`config.mk`:
```
export PLATFORM = sky130hd
export DESIGN_NAME = seq_break_trigger
export DESIGN_NICKNAME = d
export VERILOG_FILES = /design/src/rtl/sbt_pkg.sv /design/src/rtl/sbt_chan_sel.sv /design/src/rtl/sbt_exec_count.sv /design/src/rtl/sbt_seq_core.sv /design/src/rtl/seq_break_trigger.sv
export SDC_FILE = /design/constraint.sdc
export NUM_CORES = 1
export LEC_CHECK = 0
export CAP_MARGIN = 0
export CORE_MARGIN = 2
export CORE_UTILIZATION = 35
export DETAILED_ROUTE_END_ITERATION = 6
export DONT_BUFFER_PORTS = 1
export GPL_ROUTABILITY_DRIVEN = 0
export PLACE_DENSITY = 0.59
export SYNTH_ARGS = -nofsm -noshare
export SYNTH_HDL_FRONTEND = slang
export SYNTH_HIERARCHICAL = 1
export SYNTH_SLANG_ARGS = --single-unit
```
`constraint.sdc`:
```
create_clock -name clk -period 2.74 [get_ports clk]
set_clock_uncertainty 0.2 [all_clocks]
set_input_delay 0.274 -clock clk [delete_from_list [all_inputs] [get_ports clk]]
set_output_delay 0.274 -clock clk [all_outputs]
set_load 0.02 [all_outputs]
```
`src/rtl/sbt_pkg.sv`:
```
package sbt_pkg;
   typedef struct packed {
      logic seq;
      logic cnt_en;
   } sbt_mode_t;
   localparam int unsigned SBT_NUM_CH = 2;
endpackage

```
`src/rtl/sbt_chan_sel.sv`:
```
module sbt_chan_sel #(
   parameter int unsigned NUM_BUS = 2,
   parameter int unsigned SEL_W   = 1
) (
   input  logic [NUM_BUS-1:0] match,
   input  logic [SEL_W-1:0]   sel,
   output logic               hit
);
   generate
      if (NUM_BUS == 2) begin : g_two
         assign hit = sel[0] ? match[1] : match[0];
      end else begin : g_many
         always_comb begin
            hit = 1'b0;
            for (int i = 0; i < NUM_BUS; i++) begin
               if (int'(sel) == i) hit = match[i];
            end
         end
      end
   endgenerate
endmodule

```
`src/rtl/sbt_exec_count.sv`:
```
module sbt_exec_count #(
   parameter int unsigned CNT_W = 12
) (
   input  logic             clk,
   input  logic             rst_n,
   input  logic             en,
   input  logic             hit,
   input  logic             wr,
   input  logic [CNT_W-1:0] wdata,
   output logic [CNT_W-1:0] cnt,
   output logic             done
);
   localparam logic [CNT_W-1:0] ONE = CNT_W'(1);

   logic at_last;
   assign at_last = (cnt <= ONE);
   assign done    = hit & (~en | at_last);

   always_ff @(posedge clk or negedge rst_n) begin
      if (!rst_n) begin
         cnt <= ONE;
      end else if (wr) begin
         cnt <= wdata;
      end else if (en && hit && !at_last) begin
         cnt <= cnt - ONE;
      end
   end
endmodule

```
`src/rtl/sbt_seq_core.sv`:
```
module sbt_seq_core (
   input  logic       clk,
   input  logic       rst_n,
   input  logic       seq,
   input  logic       hit_a,
   input  logic       b_done,
   input  logic       flag_wr,
   input  logic [1:0] flag_wdata,
   output logic       break_req,
   output logic       flag_a,
   output logic       flag_b,
   output logic       armed
);
   logic fire, armed_d, brk_d, fa_d, fb_d;

   assign fire = seq & armed & b_done;

   always_comb begin
      armed_d = armed;
      if (fire)                armed_d = 1'b0;
      else if (seq && hit_a)   armed_d = 1'b1;
      else if (!seq && !flag_a) armed_d = 1'b0;

      brk_d = seq ? fire : (hit_a | b_done);

      fa_d = flag_a;
      if (hit_a)                         fa_d = 1'b1;
      else if (flag_wr && !flag_wdata[0]) fa_d = 1'b0;

      fb_d = flag_b;
      if (b_done)                        fb_d = 1'b1;
      else if (flag_wr && !flag_wdata[1]) fb_d = 1'b0;
   end

   always_ff @(posedge clk or negedge rst_n) begin
      if (!rst_n) begin
         armed     <= 1'b0;
         break_req <= 1'b0;
         flag_a    <= 1'b0;
         flag_b    <= 1'b0;
      end else begin
         armed     <= armed_d;
         break_req <= brk_d;
         flag_a    <= fa_d;
         flag_b    <= fb_d;
      end
   end
endmodule

```
`src/rtl/seq_break_trigger.sv`:
```
module seq_break_trigger #(
   parameter int unsigned NUM_BUS = 2,
   parameter int unsigned CNT_W   = 12,
   localparam int unsigned SEL_W  = (NUM_BUS > 1) ? $clog2(NUM_BUS) : 1
) (
   input  logic               clk,
   input  logic               rst_n,
   input  logic [NUM_BUS-1:0] a_match,
   input  logic [NUM_BUS-1:0] b_match,
   input  logic               cfg_we,
   input  logic               cfg_seq,
   input  logic               cfg_cnt_en,
   input  logic [SEL_W-1:0]   cfg_a_sel,
   input  logic [SEL_W-1:0]   cfg_b_sel,
   input  logic               flag_wr,
   input  logic [1:0]         flag_wdata,
   input  logic               cnt_wr,
   input  logic [CNT_W-1:0]   cnt_wdata,
   output logic               break_req,
   output logic               flag_a,
   output logic               flag_b,
   output logic               seq_armed,
   output logic [CNT_W-1:0]   cnt_value
);
   import sbt_pkg::*;

   generate
      if (NUM_BUS < 2) begin : g_bad_bus
         initial $error("seq_break_trigger: NUM_BUS must be at least 2");
      end
      if (CNT_W < 2) begin : g_bad_cnt
         initial $error("seq_break_trigger: CNT_W must be at least 2");
      end
   endgenerate

   sbt_mode_t        mode_q;
   logic [SEL_W-1:0] sel_q [SBT_NUM_CH];
   logic             seq_q, cnt_en_q;
   logic             hit_a, hit_b, b_done;

   always_ff @(posedge clk or negedge rst_n) begin
      if (!rst_n) begin
         mode_q   <= '0;
         sel_q[0] <= '0;
         sel_q[1] <= '0;
      end else if (cfg_we) begin
         mode_q.seq    <= cfg_seq;
         mode_q.cnt_en <= cfg_cnt_en;
         sel_q[0]      <= cfg_a_sel;
         sel_q[1]      <= cfg_b_sel;
      end
   end

   assign seq_q    = mode_q.seq;
   assign cnt_en_q = mode_q.cnt_en;

   sbt_chan_sel #(.NUM_BUS(NUM_BUS), .SEL_W(SEL_W)) u_sel_a (
      .match(a_match), .sel(sel_q[0]), .hit(hit_a)
   );
   sbt_chan_sel #(.NUM_BUS(NUM_BUS), .SEL_W(SEL_W)) u_sel_b (
      .match(b_match), .sel(sel_q[1]), .hit(hit_b)
   );

   sbt_exec_count #(.CNT_W(CNT_W)) u_cnt (
      .clk(clk), .rst_n(rst_n), .en(cnt_en_q), .hit(hit_b),
      .wr(cnt_wr), .wdata(cnt_wdata), .cnt(cnt_value), .done(b_done)
   );

   sbt_seq_core u_core (
      .clk(clk), .rst_n(rst_n), .seq(seq_q), .hit_a(hit_a), .b_done(b_done),
      .flag_wr(flag_wr), .flag_wdata(flag_wdata), .break_req(break_req),
      .flag_a(flag_a), .flag_b(flag_b), .armed(seq_armed)
   );
endmodule

```
## Word-level counts from Yosys, hierarchy flattened

Index checks and enable logic that the tools add are counted.

| word-level totals | value |
|---|---|
| word-level logic and storage cells | 44 |
| input bits | 27 |
| register bits after elaboration | 20 |

| cells by class | value |
|---|---|
| add/sub/neg operators | 1 |
| magnitude comparators | 1 |
| mux-type cells | 12 |
| bitwise gates (word level) | 6 |
| reduce and logical (&&, ||, !) cells | 15 |

Operator list:

| cell | number |
|---|---|
| 2-to-1 mux 12 bit | 2 |
| less-or-equal comparator 12 x 1 -> 1 bit (second input constant) | 1 |
| subtractor 12 x 1 -> 12 bit (second input constant) | 1 |
| 2-to-1 mux 1 bit | 10 |
| logical AND 1 bit | 6 |
| nonzero test 2 bit | 3 |
| zero test 1 bit | 5 |
| bitwise AND 1 bit | 3 |
| nonzero test 3 bit | 1 |
| OR 1 bit | 2 |
| NOT 1 bit | 1 |

## Depth between registers and ports, before layout

| depth | value |
|---|---|
| depth in word-level cells | 5 |
| depth in mapped cells | 7 |
| mapped depth without buffers | 7 |

## Hierarchy

Netlist, hierarchy kept.

By module, submodules not included:

| module | times used | area each (um2) | seq. area each (um2) | cells each |
|---|---|---|---|---|
| sbt_exec_count | 1 | 797.0 | 301.5 | 87 |
| sbt_seq_core | 1 | 163.9 | 100.1 | 15 |
| seq_break_trigger | 1 | 145.1 | 100.1 | 8 |
| sbt_chan_sel | 2 | 15.0 | 0.0 | 1 |

## Least setup slack after synthesis

Ideal clock, no wire load.

| path | value |
|---|---|
| kind | register -> register |
| from | reg u_cnt.cnt[0] |
| to | reg u_cnt.cnt[11] |
| stages on the path, launching flop included | 7 |
| data required time | 2.458 ns |
| library setup time | 0.082 ns |
| path buffers | 0 |
| path slack | 0.453 ns |
| arrival time | 2.005 ns |
| cells stage by stage | dfstp_2 inv_1 ha_1 or2_2 a31o_4 or4_1 a31oi_1 |

| between the ends | value |
|---|---|
| longest elaborated chain between the ends | 4 |

RTL lines:

| item | line | text |
|---|---|---|
| start, declared | sbt_exec_count.sv:10 | `output logic [CNT_W-1:0] cnt,` |
| start signal, assigned | sbt_exec_count.sv:23 | `cnt <= wdata;` |
| start signal, assigned | sbt_exec_count.sv:25 | `cnt <= cnt - ONE;` |
| less-or-equal comparator 12 x 1 -> 1 bit | sbt_exec_count.sv:16 | `assign at_last = (cnt <= ONE);` |
| zero test 1 bit | sbt_exec_count.sv:24 | `end else if (en && hit && !at_last) begin` |
| logical AND 1 bit | sbt_exec_count.sv:24 |  |
| nonzero test 2 bit (no source line) | - |  |

Several ways; a longest one is shown, not always the timed one. The select of a mux whose other input is x is not followed.
A chain may end at the register's enable or synchronous reset.

## Worst setup path in the final report

| path | value |
|---|---|
| from | reg u_cnt.cnt[0] |
| to | reg u_cnt.cnt[0] |

The elaborated chain is that of the path after synthesis.

==> flow_summary.toml <==
[outcome]
status = "finished, final reports clean"

[detailed_routing]
drtIter0Drc = 27
antenna_left = 0
wl_per_cell_um = 15.0
drtPass1Iterations = 4
wl_mm = 2.77
via_count = 989
drc_errors = 0
via_per_inst = 5.35

[clocking]
cts.sinks = 20
clk_latency_ns = 0.30
cts_max_level = 1
clk_pin_slew_worst_paths_ns = 0.12
clockRootBuffer = "clkbuf_4"
cts_tree = "done"
clock_path_buffers = 2
cts_made_buffers = 3

[worst_hold_path]
holdPathStages = 2
hold_path_class = "in2reg"

[logic_synthesis]
synth_top_area_frac = 0.419
syn-cell-area_sq_um = 1140
ys_warn_count = 6
async_reset_ff_frac = 1.00
ys_seq_elements = 20
synth_cells = 112
synth_nets = 141
syn_area_per_cell_sq_um = 10.1
synth-edff-count = 0
synth_area_leaders = "dfrtp_1, mux2_2, nand2_1, mux2_4, nor2_1"
ys_seq_area_frac = 0.442
yosysTopAreaCell = "dfrtp_1"
synth_ff_type = "dfrtp_1"
synth.distinct_cells = 42

[critical_path]
reg2reg_slack_ns = 0.12
cp.arrival_ns = 2.66
rr_worst_depth = 7
worstPathMaxFanout = 5
critPathKind = "reg2reg"
cp.required_ns = 2.78
end_kind = "flip-flop"
crit_path_start_kind = "flip-flop"

[floorplan]
dieHeight_um = 61.0
dieArea_sq_um = 3720
ios = 43
fp.dieW_um = 61.0
core_area_sq_um = 3080
initial_core_util = 0.369
num_rows = 20

[layout]
multi_input_area_sq_um = 597
area_growth_pct = 30.8
fill_cells = 301
drive_gt1_frac = 0.149
seqCellArea_sq_um = 502
nNetsFinal = 171
diodes = 0

[run]
maxCapViolCount = 0

[timing]
whs_ns = 0.0496
worst_slack_ns = 0.120
tns_ns = 0
hold_viol = 0
min_period_ns = 2.62
fmax_mhz = 382
finalSetupViolations = 0
tightest_slew_ns = 0.918
final-max-slew-violation-count = 0
maxSlewHeadroom = 0.386
finalCritPeriodShare = 0.956

[power_and_ir_drop]
max-vdd-ir-drop_mv = 0.238
total_leakage_power_nw = 0.582
power_density_nw_per_um2 = 507

[global_routing]
grt_antenna_before_repair = 0
grt_overflow_total = 0
first_global_vias = 936
grt_max_degree = 21
track_usage = 0.163
grt_pass1_wl_mm = 4.42

[placed_design]
hpwl_mm = 1.85
port-buffer-count = 0
dp_slack_ns = 0.331
[worst max-delay path, stage by stage (launching register included)]
cell,delay (ns)
dfstp_2,0.65
inv_1,0.07
ha_1,0.25
or2_2,0.35
a41oi_2,0.23
xnor2_1,0.14
o21ai_0,0.08
dlygate4sd3_1,0.57
[logic make-up (layout without fill, tap and decap cells)]
logic type                 count (synthesis)  count (layout)  share of synthesized area
adders and majority gates                  2               2                     0.0220
muxes                                      7               7                     0.0760
DFF                                       20              20                      0.442
buffers and inverters                      8              37                     0.0396
and+or+nand+nor                           43              43                      0.215
AOI/OAI and AO/OA                         30              30                      0.191
xor gates and xnor gates                   2               2                     0.0154
[cells in the mapped netlist, types with 2 or more instances]
cell type and instances:
dfrtp_1 19, nand2_1 10, nor2_1 8, mux2_2 5, o21ai_0 5, a31oi_1 4
inv_1 4, nand2b_1 4, or4_1 4, a21oi_1 3, nor4_1 3, o31ai_1 3
a21boi_0 2, a21o_1 2, and2_1 2, buf_6 2, ha_1 2, mux2_4 2
nand3_1 2, o211ai_1 2, or2_2 2, or3_1 2
[final cells by class]
class                      instances  share of cell area
sequential                        20               0.338
inverter                           5              0.0126
tap                               44              0.0370
timing repair buffer              28               0.187
clock buffer                       4              0.0244
multi-input combinational         84               0.402
[report_power, final]
part	internal [W]	leakage, nW	total [W]	switching [W]
clock	0.0000810	0.0210	0.000174	0.0000934
combinational	0.0000909	0.329	0.000162	0.0000716
sequential	0.000333	0.232	0.000417	0.0000842
[registers in the layout, indices dropped and copies added, names as in the netlist]
register / flops
sel_q: 2
cnt_en_q: 1
u_core/break_req: 1
u_core/flag_b: 1
u_core/armed: 1
u_cnt/cnt: 12
seq_q: 1
u_core/flag_a: 1
[placed cells by master, fill, tap and decap left out, drive strengths merged, types with 2 or more instances in the layout]
cell type	synthesis	routed
a31oi	4	4
a21oi	3	3
dlygate4sd3	0	27
a21boi	2	2
dfrtp	19	19
nand2b	4	4
o31ai	3	3
clkbuf	1	4
a21o	2	2
or4	5	5
nand2	10	10
or3	3	3
nor2	8	8
nand3	2	2
nor4	3	3
o21ai	6	6
and2	2	2
mux2	7	7
inv	4	4
o31a	2	2
or2	2	2
o211ai	2	2
ha	2	2
[what timing repair did]
| action | 4_1_cts | 5_1_grt |
|---|---|---|
| hold endpoints to repair | 38 | 1 |
| endpoints found under the setup margin | 0 | 1 |
| buffers inserted | 0 | 0 |
| gates resized for setup | 0 | 1 |
| hold buffers | 25 | 2 |
[through the flow]
step	area [sq um]	util	power, W	cells
2_1_floorplan	1140	-	0.000514	112
3_3_place_gp	1170	0.381	0.000530	154
3_5_place_dp	1170	0.381	0.000537	154
4_1_cts	1460	0.474	0.000757	183
5_1_grt	1490	0.483	0.000807	185
6_report	1490	0.483	0.000754	185
[per-layer routing]
metal | up-vias | global-route usage | routed length, um
met5 | - | 0 | 0
met4 | 0 | 0.0745 | 38
met3 | 4 | 0.0299 | 177
met2 | 35 | 0.258 | 1350
met1 | 470 | 0.216 | 1210
li1 | 480 | - | -
[final timing paths]
| check | startpoint | to |
|---|---|---|
| min in group asynchronous | rst_n | u_cnt/cnt[7]$_DFFE_PN0P_ |
| worst max-delay path | u_cnt/cnt[0]$_DFFE_PN1P_ | u_cnt/cnt[0]$_DFFE_PN1P_ |
| worst min-delay path | cnt_wr | u_cnt/cnt[9]$_DFFE_PN0P_ |
| worst min register to register | u_core/flag_b$_DFFE_PN0P_ | u_core/flag_b$_DFFE_PN0P_ |
| worst max register to register | u_cnt/cnt[0]$_DFFE_PN1P_ | u_cnt/cnt[0]$_DFFE_PN1P_ |
| max in group asynchronous | rst_n | u_core/flag_a$_DFFE_PN0P_ |
Power figures use the tool's default switching activity.
